## config.mk

```make
export PLATFORM = sky130hd
export DESIGN_NAME = rec_ring_cache
export DESIGN_NICKNAME = d
export VERILOG_FILES = /design/src/rtl/rrc_pkg.sv /design/src/rtl/rrc_ring.sv /design/src/rtl/rrc_dir.sv /design/src/rtl/rec_ring_cache.sv
export SDC_FILE = /design/constraint.sdc
export NUM_CORES = 1
export LEC_CHECK = 0
export BUFFER_PORTS_ARGS = -buffer_cell sky130_fd_sc_hd__buf_2
export CORE_AREA = 2 2 222 224
export DETAILED_ROUTE_END_ITERATION = 6
export DIE_AREA = 0 0 224 226
export PLACE_DENSITY = 0.76
export SLEW_MARGIN = 0
export SYNTH_ARGS = -nofsm -noshare
export SYNTH_HDL_FRONTEND = slang
export SYNTH_SLANG_ARGS = --single-unit
```

## constraint.sdc

```tcl
create_clock -name clk -period 6.75 [get_ports clk]
set_clock_uncertainty 0.2 [all_clocks]
set_input_delay 0.675 -clock clk [delete_from_list [all_inputs] [get_ports clk]]
set_output_delay 0.675 -clock clk [all_outputs]
set_load 0.1 [all_outputs]
```

## src/rtl/rrc_pkg.sv

```systemverilog
package rrc_pkg;

  typedef enum logic [2:0] {
    ST_IDLE,
    ST_HIT,
    ST_MREQ,
    ST_HDR,
    ST_EVICT,
    ST_FILL
  } rrc_state_e;

  // Ring pointer advance, modulo the buffer size (step never exceeds size).
  function automatic logic [15:0] rrc_wrap_add(input logic [15:0] base,
                                               input logic [15:0] step,
                                               input logic [15:0] size);
    logic [16:0] sum;
    sum = {1'b0, base} + {1'b0, step};
    if (sum >= {1'b0, size}) sum = sum - {1'b0, size};
    return sum[15:0];
  endfunction

  // A record is stored only if it is non-empty, within the limit and within the ring.
  function automatic logic rrc_storable(input logic [7:0]  len,
                                        input logic [7:0]  limit,
                                        input logic [15:0] ring);
    return (len != 8'd0) && (len <= limit) && ({8'd0, len} <= ring);
  endfunction

  // Free bytes left in the ring.
  function automatic logic [15:0] rrc_free(input logic [15:0] used,
                                           input logic [15:0] ring);
    return ring - used;
  endfunction

endpackage

```

## src/rtl/rrc_ring.sv

```systemverilog
module rrc_ring #(
  parameter int DEPTH = 64,
  parameter int AW    = 6
) (
  input  logic          clk,
  input  logic          we,
  input  logic [AW-1:0] waddr,
  input  logic [7:0]    wdata,
  input  logic [AW-1:0] raddr,
  output logic [7:0]    rdata
);

  logic [7:0] mem_q [DEPTH];

  always_ff @(posedge clk) begin
    if (we) mem_q[waddr] <= wdata;
  end

  assign rdata = mem_q[raddr];

endmodule

```

## src/rtl/rrc_dir.sv

```systemverilog
module rrc_dir #(
  parameter int ENTRIES = 4,
  parameter int ID_W    = 8,
  parameter int AW      = 6,
  parameter int IXW     = 2
) (
  input  logic            clk,
  input  logic            rst_n,
  // lookup
  input  logic [ID_W-1:0] lk_id,
  output logic            lk_hit,
  output logic [AW-1:0]   lk_off,
  output logic [7:0]      lk_len,
  // oldest record, found by its start offset
  input  logic [AW-1:0]   tail_off,
  output logic            tail_hit,
  output logic [7:0]      tail_len,
  input  logic            inv_en,
  // allocation
  output logic            full,
  output logic [IXW-1:0]  free_idx,
  input  logic            wr_en,
  input  logic [IXW-1:0]  wr_idx,
  input  logic [ID_W-1:0] wr_id,
  input  logic [AW-1:0]   wr_off,
  input  logic [7:0]      wr_len
);

  logic [ENTRIES-1:0] valid_q;
  logic [ID_W-1:0]    id_q  [ENTRIES];
  logic [AW-1:0]      off_q [ENTRIES];
  logic [7:0]         len_q [ENTRIES];
  logic [ENTRIES-1:0] match_vec;
  logic [ENTRIES-1:0] tail_vec;

  for (genvar g = 0; g < ENTRIES; g++) begin : g_cmp
    assign match_vec[g] = valid_q[g] && (id_q[g] == lk_id);
    assign tail_vec[g]  = valid_q[g] && (off_q[g] == tail_off);
  end

  always_comb begin
    lk_hit   = 1'b0;
    lk_off   = '0;
    lk_len   = '0;
    tail_hit = 1'b0;
    tail_len = '0;
    for (int i = 0; i < ENTRIES; i++) begin
      if (match_vec[i]) begin
        lk_hit = 1'b1;
        lk_off = off_q[i];
        lk_len = len_q[i];
      end
      if (tail_vec[i]) begin
        tail_hit = 1'b1;
        tail_len = len_q[i];
      end
    end
  end

  always_comb begin
    free_idx = '0;
    for (int i = ENTRIES - 1; i >= 0; i--) begin
      if (!valid_q[i]) free_idx = IXW'(i);
    end
  end

  assign full = &valid_q;

  always_ff @(posedge clk) begin
    if (!rst_n) begin
      valid_q <= '0;
      for (int i = 0; i < ENTRIES; i++) begin
        id_q[i]  <= '0;
        off_q[i] <= '0;
        len_q[i] <= '0;
      end
    end else begin
      for (int i = 0; i < ENTRIES; i++) begin
        if (wr_en && (wr_idx == IXW'(i))) begin
          valid_q[i] <= 1'b1;
          id_q[i]    <= wr_id;
          off_q[i]   <= wr_off;
          len_q[i]   <= wr_len;
        end else if (inv_en && tail_vec[i]) begin
          valid_q[i] <= 1'b0;
        end
      end
    end
  end

  AST_LOOKUP_UNIQUE: assert property (@(posedge clk) disable iff (!rst_n) $onehot0(match_vec));
  AST_TAIL_UNIQUE: assert property (@(posedge clk) disable iff (!rst_n) $onehot0(tail_vec));
  AST_WR_FREE_SLOT: assert property (@(posedge clk) disable iff (!rst_n) wr_en |-> !valid_q[wr_idx]);

endmodule

```

## src/rtl/rec_ring_cache.sv

```systemverilog
module rec_ring_cache
  import rrc_pkg::*;
#(
  parameter int ID_W        = 8,
  parameter int RING_BYTES  = 64,
  parameter int DIR_ENTRIES = 4
) (
  input  logic            clk,
  input  logic            rst_n,
  input  logic [7:0]      cfg_max_len,
  input  logic            req_valid,
  input  logic [ID_W-1:0] req_id,
  output logic            req_ready,
  output logic            out_valid,
  output logic [7:0]      out_byte,
  output logic            out_last,
  output logic            mem_req_valid,
  output logic [ID_W-1:0] mem_req_id,
  input  logic            mem_req_ready,
  input  logic            mem_hdr_valid,
  input  logic [7:0]      mem_hdr_len,
  input  logic            mem_dat_valid,
  input  logic [7:0]      mem_dat_byte,
  output logic            mem_dat_ready
);

  localparam int AW  = (RING_BYTES > 1) ? $clog2(RING_BYTES) : 1;
  localparam int UW  = AW + 1;
  localparam int IXW = (DIR_ENTRIES > 1) ? $clog2(DIR_ENTRIES) : 1;
  localparam logic [15:0] RING16 = 16'(RING_BYTES);

  rrc_state_e      state_q;
  logic [ID_W-1:0] id_q;
  logic [7:0]      len_q;
  logic [7:0]      cnt_q;
  logic [AW-1:0]   rd_ptr_q;
  logic [AW-1:0]   head_q;
  logic [AW-1:0]   tail_q;
  logic [UW-1:0]   used_q;
  logic            store_q;
  logic [IXW-1:0]  slot_q;
  logic [AW-1:0]   off_q;

  // directory and ring connections
  logic            lk_hit;
  logic [AW-1:0]   lk_off;
  logic [7:0]      lk_len;
  logic            tail_hit;
  logic [7:0]      tail_len;
  logic            dir_full;
  logic [IXW-1:0]  free_idx;
  logic [7:0]      ring_rdata;

  // named internal events
  logic [15:0] free_bytes;
  logic        need_evict;
  logic        evict_fire;
  logic        fill_beat;
  logic        fill_last;
  logic        dir_wr;
  logic        ring_we;
  logic        hit_last;

  assign free_bytes = rrc_free(16'(used_q), RING16);
  assign need_evict = (free_bytes < 16'(len_q)) || dir_full;
  assign evict_fire = (state_q == ST_EVICT) && need_evict;
  assign fill_beat  = (state_q == ST_FILL) && mem_dat_valid;
  assign fill_last  = fill_beat && (cnt_q == len_q - 8'd1);
  assign dir_wr     = fill_last && store_q;
  assign ring_we    = fill_beat && store_q;
  assign hit_last   = (state_q == ST_HIT) && (cnt_q == len_q - 8'd1);

  rrc_dir #(
    .ENTRIES(DIR_ENTRIES),
    .ID_W   (ID_W),
    .AW     (AW),
    .IXW    (IXW)
  ) u_dir (
    .clk     (clk),
    .rst_n   (rst_n),
    .lk_id   (req_id),
    .lk_hit  (lk_hit),
    .lk_off  (lk_off),
    .lk_len  (lk_len),
    .tail_off(tail_q),
    .tail_hit(tail_hit),
    .tail_len(tail_len),
    .inv_en  (evict_fire),
    .full    (dir_full),
    .free_idx(free_idx),
    .wr_en   (dir_wr),
    .wr_idx  (slot_q),
    .wr_id   (id_q),
    .wr_off  (off_q),
    .wr_len  (len_q)
  );

  rrc_ring #(
    .DEPTH(RING_BYTES),
    .AW   (AW)
  ) u_ring (
    .clk  (clk),
    .we   (ring_we),
    .waddr(head_q),
    .wdata(mem_dat_byte),
    .raddr(rd_ptr_q),
    .rdata(ring_rdata)
  );

  always_ff @(posedge clk) begin
    if (!rst_n) begin
      state_q  <= ST_IDLE;
      id_q     <= '0;
      len_q    <= '0;
      cnt_q    <= '0;
      rd_ptr_q <= '0;
      head_q   <= '0;
      tail_q   <= '0;
      used_q   <= '0;
      store_q  <= 1'b0;
      slot_q   <= '0;
      off_q    <= '0;
    end else begin
      unique case (state_q)
        ST_IDLE: begin
          if (req_valid) begin
            id_q  <= req_id;
            cnt_q <= '0;
            if (lk_hit) begin
              rd_ptr_q <= lk_off;
              len_q    <= lk_len;
              state_q  <= ST_HIT;
            end else begin
              state_q <= ST_MREQ;
            end
          end
        end
        ST_HIT: begin
          cnt_q    <= cnt_q + 8'd1;
          rd_ptr_q <= AW'(rrc_wrap_add(16'(rd_ptr_q), 16'd1, RING16));
          if (hit_last) state_q <= ST_IDLE;
        end
        ST_MREQ: begin
          if (mem_req_ready) state_q <= ST_HDR;
        end
        ST_HDR: begin
          if (mem_hdr_valid) begin
            len_q   <= mem_hdr_len;
            cnt_q   <= '0;
            store_q <= 1'b0;
            if (mem_hdr_len == 8'd0) begin
              state_q <= ST_IDLE;
            end else if (rrc_storable(mem_hdr_len, cfg_max_len, RING16)) begin
              state_q <= ST_EVICT;
            end else begin
              state_q <= ST_FILL;
            end
          end
        end
        ST_EVICT: begin
          if (need_evict) begin
            tail_q <= AW'(rrc_wrap_add(16'(tail_q), 16'(tail_len), RING16));
            used_q <= used_q - UW'(tail_len);
          end else begin
            store_q <= 1'b1;
            slot_q  <= free_idx;
            off_q   <= head_q;
            state_q <= ST_FILL;
          end
        end
        ST_FILL: begin
          if (mem_dat_valid) begin
            cnt_q <= cnt_q + 8'd1;
            if (store_q) head_q <= AW'(rrc_wrap_add(16'(head_q), 16'd1, RING16));
            if (fill_last) begin
              if (store_q) used_q <= used_q + UW'(len_q);
              state_q <= ST_IDLE;
            end
          end
        end
        default: state_q <= ST_IDLE;
      endcase
    end
  end

  assign req_ready     = (state_q == ST_IDLE);
  assign mem_req_valid = (state_q == ST_MREQ);
  assign mem_req_id    = id_q;
  assign mem_dat_ready = (state_q == ST_FILL);
  assign out_valid     = (state_q == ST_HIT) || fill_beat;
  assign out_byte      = (state_q == ST_HIT) ? ring_rdata : mem_dat_byte;
  assign out_last      = hit_last || fill_last;

  AST_USED_BOUND: assert property (@(posedge clk) disable iff (!rst_n) 16'(used_q) <= RING16);
  AST_EVICT_HAS_TAIL: assert property (@(posedge clk) disable iff (!rst_n) evict_fire |-> tail_hit);
  AST_NO_OVERWRITE: assert property (@(posedge clk) disable iff (!rst_n) ring_we |-> (16'(used_q) + 16'(cnt_q) < RING16));
  AST_STORE_LIMIT: assert property (@(posedge clk) disable iff (!rst_n) dir_wr |-> (len_q <= cfg_max_len && 16'(len_q) <= RING16));
  AST_MREQ_HOLD: assert property (@(posedge clk) disable iff (!rst_n) (mem_req_valid && !mem_req_ready) |=> (mem_req_valid && $stable(mem_req_id)));
  AST_HIT_NO_FETCH: assert property (@(posedge clk) disable iff (!rst_n) (req_ready && req_valid && lk_hit) |=> (out_valid && !mem_req_valid));

endmodule

```

Word level (Yosys, flattened, before mapping)
Memory sizes are Yosys's and may differ from the RTL's. A register that Yosys moved wholly into a read port is not among the register bits.
Cells that the tools add are included.

word-level totals
  register bits after elaboration = 65
  bits in latches = 0
  memory bits (writable) = 600
  bits in read-only memories = 0
  input bits = 38
  output and inout port bits = 21
  word-level logic and storage cells = 218
  memories kept = 4

memory list
  name          words  bits a word  read ports  clocked after memory_dff  wr ports  RTL line        source
  u_ring.mem_q  64     8            1           1                         1         rrc_ring.sv:13  logic [7:0] mem_q [DEPTH];
  u_dir.id_q    4      8            4           0                         4         rrc_dir.sv:30   logic [ID_W-1:0] id_q [ENTRIES];
  u_dir.len_q   4      8            4           0                         4         rrc_dir.sv:32   logic [7:0] len_q [ENTRIES];
  u_dir.off_q   4      6            4           0                         4         rrc_dir.sv:31   logic [AW-1:0] off_q [ENTRIES];

operators by class
  add/sub/neg operators = 11
  $mul = 0
  div/mod/pow operators = 0
  order comparisons = 6
  equality and inequality tests = 27
  shift-type cells = 0
  muxes and demuxes = 91
  bitwise gates (word level) = 13
  reduce and logical (&&, ||, !) cells = 51

operators by type and width
  cell                                                               number
  two-way mux 8 bit                                                  23
  two-way mux 6 bit                                                  15
  == test 8 bit                                                      5
  one-hot mux 8 bit (4 select lines)                                 1
  two-way mux 1 bit                                                  30
  two-way mux 7 bit                                                  4
  == test 6 bit                                                      4
  logical AND 1 bit                                                  24
  two-way mux 3 bit                                                  8
  one-hot mux 3 bit (6 select lines)                                 1
  subtractor 6 x 1 -> 6 bit, second input constant                   3
  < comparator 16 x 8 -> 1 bit                                       1
  one-hot mux 8 bit (2 select lines)                                 1
  nonzero test 2 bit                                                 8
  adder 6 x 1 -> 7 bit, second input constant                        2
  greater-or-equal comparator 7 bit, second input constant           2
  one-hot mux 7 bit (2 select lines)                                 1
  inequality test 2 bit, second input constant                       6
  OR 1 bit                                                           12
  one-hot mux 6 bit (2 select lines)                                 1
  AND reduction 4 bit                                                3
  two-way mux 2 bit                                                  5
  adder 6 x 8 -> 9 bit                                               1
  greater-or-equal comparator 9 x 7 -> 1 bit, second input constant  1
  other kinds (25)                                                   37

Logic depth before layout (Yosys ltp)
An unclocked memory read counts as a cell.

  depth in word-level cells = 12
  mapped depth = 22

Cells and area by module
A second synthesis with hierarchy kept.

second synthesis, totals
  cells, all modules = 1898
  area, all modules = 29007.8 sq um

modules (own cells, without submodules)
  module          times used  cells each  area an instance (sq um)
  rrc_ring        1           932         20006.7
  rrc_dir         1           436         4938.5
  rec_ring_cache  1           530         4062.6

Least setup slack after synthesis
OpenSTA, ideal clock, no wires.

  path type = register to register
  from = register state_q[0]
  to = memory u_dir.id_q[0][0], enable pin
  library setup time = 0.432 ns
  data arrival time = 4.322 ns
  data required time = 6.118 ns
  path slack = 1.796 ns
  cell stages (with the launch flop) = 10
  clock period less this slack = 4.954 ns
  cell sequence = dfxtp_1 clkbuf_1 nand3_1 inv_1 and3_1 clkbuf_1 inv_1 or3_1 clkbuf_1 o21ai_0

RTL lines
  item                      RTL line               source
  start: declaration        rec_ring_cache.sv:32   rrc_state_e state_q;
  start signal: assignment  rec_ring_cache.sv:112  state_q <= ST_IDLE;
  start signal: assignment  rec_ring_cache.sv:132  state_q <= ST_HIT;
  start signal: assignment  rec_ring_cache.sv:134  state_q <= ST_MREQ;
  end: declaration          rrc_dir.sv:30

Final worst setup path
  from = register tail_q[1]
  to = register used_q[6]

on the way
  cells in the longest elaborated chain, start to end = 9
  elaborated cells on any way between the ends = 15
  those cells by class = add/sub (1); eq/ne (4); mux (6); reduce/logical (4)

RTL lines
  item                                  RTL line               source
  start: declaration                    rec_ring_cache.sv:38   logic [AW-1:0] tail_q;
  start signal: assignment              rec_ring_cache.sv:162  tail_q <= AW'(rrc_wrap_add(16'(tail_q), 16'(tail_len), RING16));
  == test 6 bit                         rrc_dir.sv:38          assign tail_vec[g] = valid_q[g] && (off_q[g] == tail_off);
  logical AND 1 bit                     rrc_dir.sv:38
  two-way mux 8 bit (3 in a row)        rrc_dir.sv:53          if (tail_vec[i]) begin
  two-way mux 8 bit *                   rrc_dir.sv:53
  subtractor 7 bit *                    rec_ring_cache.sv:163  used_q <= used_q - UW'(tail_len);
  two-way mux 7 bit *                   rec_ring_cache.sv:161  if (need_evict) begin
  one-hot mux 7 bit (2 select lines) *  rec_ring_cache.sv:124  unique case (state_q)
  end signal: assignment                rec_ring_cache.sv:163
  end signal: assignment                rec_ring_cache.sv:176  if (store_q) used_q <= used_q + UW'(len_q);
  end: declaration                      rec_ring_cache.sv:39   logic [UW-1:0] used_q;

Every way passes the cells marked *; elsewhere a longest branch is shown, timed or not. The select of a mux whose other input is x is not followed.
A chain may end at the register's enable or synchronous reset.

==> results.json <==
{
  "status": "complete, no violations",
  "min_period_ps": 5260,
  "grt_pass1_wl_um": 101000,
  "ys_types": 67,
  "cts-buffers-inserted": 68,
  "synthesis.area_mm2": 0.0287,
  "grt_setup_unrepaired": "no",
  "htree_num_levels": 3,
  "worst_ep_required_time_ps": 7090,
  "fmax_ghz": 0.190,
  "wl_per_cell_um": 27.5,
  "cts_buffer_depth": 3,
  "initial_core_util_pct": 59.3,
  "netlist_top_cells_count": "600 x edfxtp_1, 168 x mux4_2, 151 x nor2_1, 94 x nand2_1, 73 x xnor2_1",
  "die_x_um": 224,
  "ff2ff_path_depth": 18,
  "grt_max_degree": 66,
  "fin_util_pct": 65.6,
  "timing.setup.tns_ps": 0,
  "crit_start": "tail_q[1]",
  "clkLatencyLatePin_ps": 610,
  "ys.flop_type": "edfxtp_1",
  "syn_avg_cell_area_um2": 16.2,
  "vias": 16100,
  "drtIter0Drc": 2111,
  "ys_seq_elements": 671,
  "cp_slowest_cell": "nor4_2",
  "grt_antenna_before_repair": 1,
  "syn_to_final_growth_pct": 10.6,
  "postCtsSetupBuffers": 0,
  "clk_pin_slew_ps": 70,
  "startpoint_type": "flop",
  "slowest_delay_ps": 580,
  "final_layout_size_suffix_gt1_share_pct": 19.7,
  "synth_edf_count": 600,
  "antenna_left": 0,
  "die_height_um": 226,
  "post_cts_resized": 0,
  "dieArea_mm2": 0.0506,
  "maxSlewViolCount": 0,
  "numPortBuffers": 58,
  "setup_viol": 0,
  "placed_area_mm2": 0.0295,
  "drt_pre_antenna_iters": 7,
  "diodes": 0,
  "synthMostInstantiatedCell": "edfxtp_1",
  "r2r_setup_slack_ps": 1490,
  "cts_sinks": 671,
  "drt_wl_total_um": 68300,
  "synth_top_area_share_pct": 62.9,
  "ys_seq_area_share_pct": 67.8,
  "synth_area_leaders": "edfxtp_1 63%, mux4_2 13%, dfxtp_1 5.0%, xnor2_1 2.2%, nor2_1 2.0%",
  "io_pins": 59,
  "whs_ps": 191,
  "hp-class": "in2reg",
  "power_density_mw_per_mm2": 298,
  "drc_errors": 0,
  "fin_crit_sh_pct": 77.9,
  "dpl.cell_count": 2366,
  "tightest_slew_ps": 1180,
  "worstSetupEndpoint": "used_q[6]",
  "r2r-start": "tail_q[1]",
  "coreArea_mm2": 0.0483,
  "ir_drop_uv": 291,
  "endpoint_kind": "flop",
  "r2r-end": "used_q[6]",
  "place_congestion": 0.919,
  "netlist_instances": 1764,
  "grt_pass1_vias": 15700,
  "cap_viol_max_count": 0,
  "post-dp-hpwl_um": 41500,
  "worstPathCellList": "xnor2_1 -> nand4_1 -> nor4_2 -> a311oi_1 -> o31ai_1 -> inv_1 -> ha_1 -> xor2_1 -> o21ai_0 -> ha_1 -> a21o_1 -> a21oi_1 -> o21bai_1 -> a21oi_1 -> and4b_2 -> o211ai_1 -> a31o_1 -> a21oi_2",
  "syn_nets": 1837,
  "ctsHoldBuffers": 0,
  "cp_max_fo": 8,
  "criticalPathCategory": "reg2reg",
  "relSlewSlack_pct": 20.4,
  "yosysTopAreaCell": "edfxtp_1",
  "final_cells": 2484,
  "finalInstanceArea_mm2": 0.0317,
  "tritoncts": "done",
  "grt-ovfl-total": 0,
  "synthArstFlopShare_pct": 0,
  "avgViaCountPerCell": 6.49,
  "root_buffer": "clkbuf_16",
  "grtUsageTotal_pct": 27.6,
  "nNetsFinal": 1887,
  "leakage_nw": 10.2,
  "fp-row-count": 81,
  "hold_violations": 0,
  "worstPathArrival_ps": 5600,
  "yosysWarnings": 0
}
cells by family after synthesis:
family	count (synthesis)	share of synthesized area (%)
compound gates	163	3.79
xor+xnor	96	2.93
fa+ha+maj	35	1.58
buf+inv	147	2.03
flops	671	67.8
mux	193	14.1
simple gates	459	7.75
worst min-delay path by stage:
stage	start	to	slack [ps]	cells after the start
floorplan	store_q	store_q	250	2
global placement	rd_ptr_q[1]	flop	280	2
detailed placement	store_q	store_q	300	2
CTS	req_id[4]	mem_req_id[4]	170	3
global route	req_id[6]	mem_req_id[6]	210	3
finish	req_id[4]	mem_req_id[4]	190	3
routing by layer:
layer	routed length [µm]	global-route usage, %
met5	0	0
met4	2400	11.2
met3	6970	6.53
met2	32100	41.9
met1	26800	39.1
through the flow:
stage / power (W) / setup slack (ps)
after detailed placement: 0.00580 / 1630
final: 0.00945 / 1490
after CTS: 0.00948 / 1610
after floorplan: 0.00550 / 1800
after global routing: 0.00969 / 1180
after global placement: 0.00578 / 1880
power breakdown:
part	leakage (nW)	switching, W	internal [W]
logic	3.12	0.000671	0.000395
registers	6.01	0.0000880	0.00457
clock network	1.05	0.00158	0.00214
cell usage in the layout, fill, tap and decap left out, drive strengths merged, types with 6 or more instances in the layout:
master	count
edfxtp	600
mux4	168
nor2	153
nand2	94
clkbuf	89
buf	82
xnor2	73
dfxtp	71
and2	57
nor3	57
a21oi	50
inv	49
ha	33
nand3	30
mux2i	25
o21ai	25
xor2	23
clkinv	18
and3	16
nand4	15
a211oi	13
a21o	11
a22o	9
or3	7
o31ai	6
o21a	6
bufinv	6
area by class of cell:
class	instances	area, µm²
clock buffer	89	1820
clock inverter	29	333
fill	3187	16600
inverter	45	169
multi-input combinational	946	8650
sequential	671	19400
tap	622	778
timing repair buffer	82	495
critical path: cells and delay by family, from the launching register on:
| family | cells | cell delay [ps] |
|---|---|---|
| buffers and inverters | 1 | 140 |
| adder cells (fa/ha/maj) | 2 | 550 |
| XOR/XNOR | 2 | 330 |
| AND/OR/NAND/NOR | 3 | 1040 |
| flip-flops | 1 | 540 |
| AO/OA/AOI/OAI | 10 | 2390 |
flip-flops by register name, indices dropped and copies added, names as in the netlist, 7 cells and up, named ones only:
| register | count |
|---|---|
| u_dir.id_q | 32 |
| mem_req_id | 8 |
| cnt_q | 8 |
| u_dir.off_q | 24 |
| u_dir.len_q | 32 |
| u_ring.mem_q | 512 |
| len_q | 8 |
| used_q | 7 |
(Power assumes the default switching activity.)
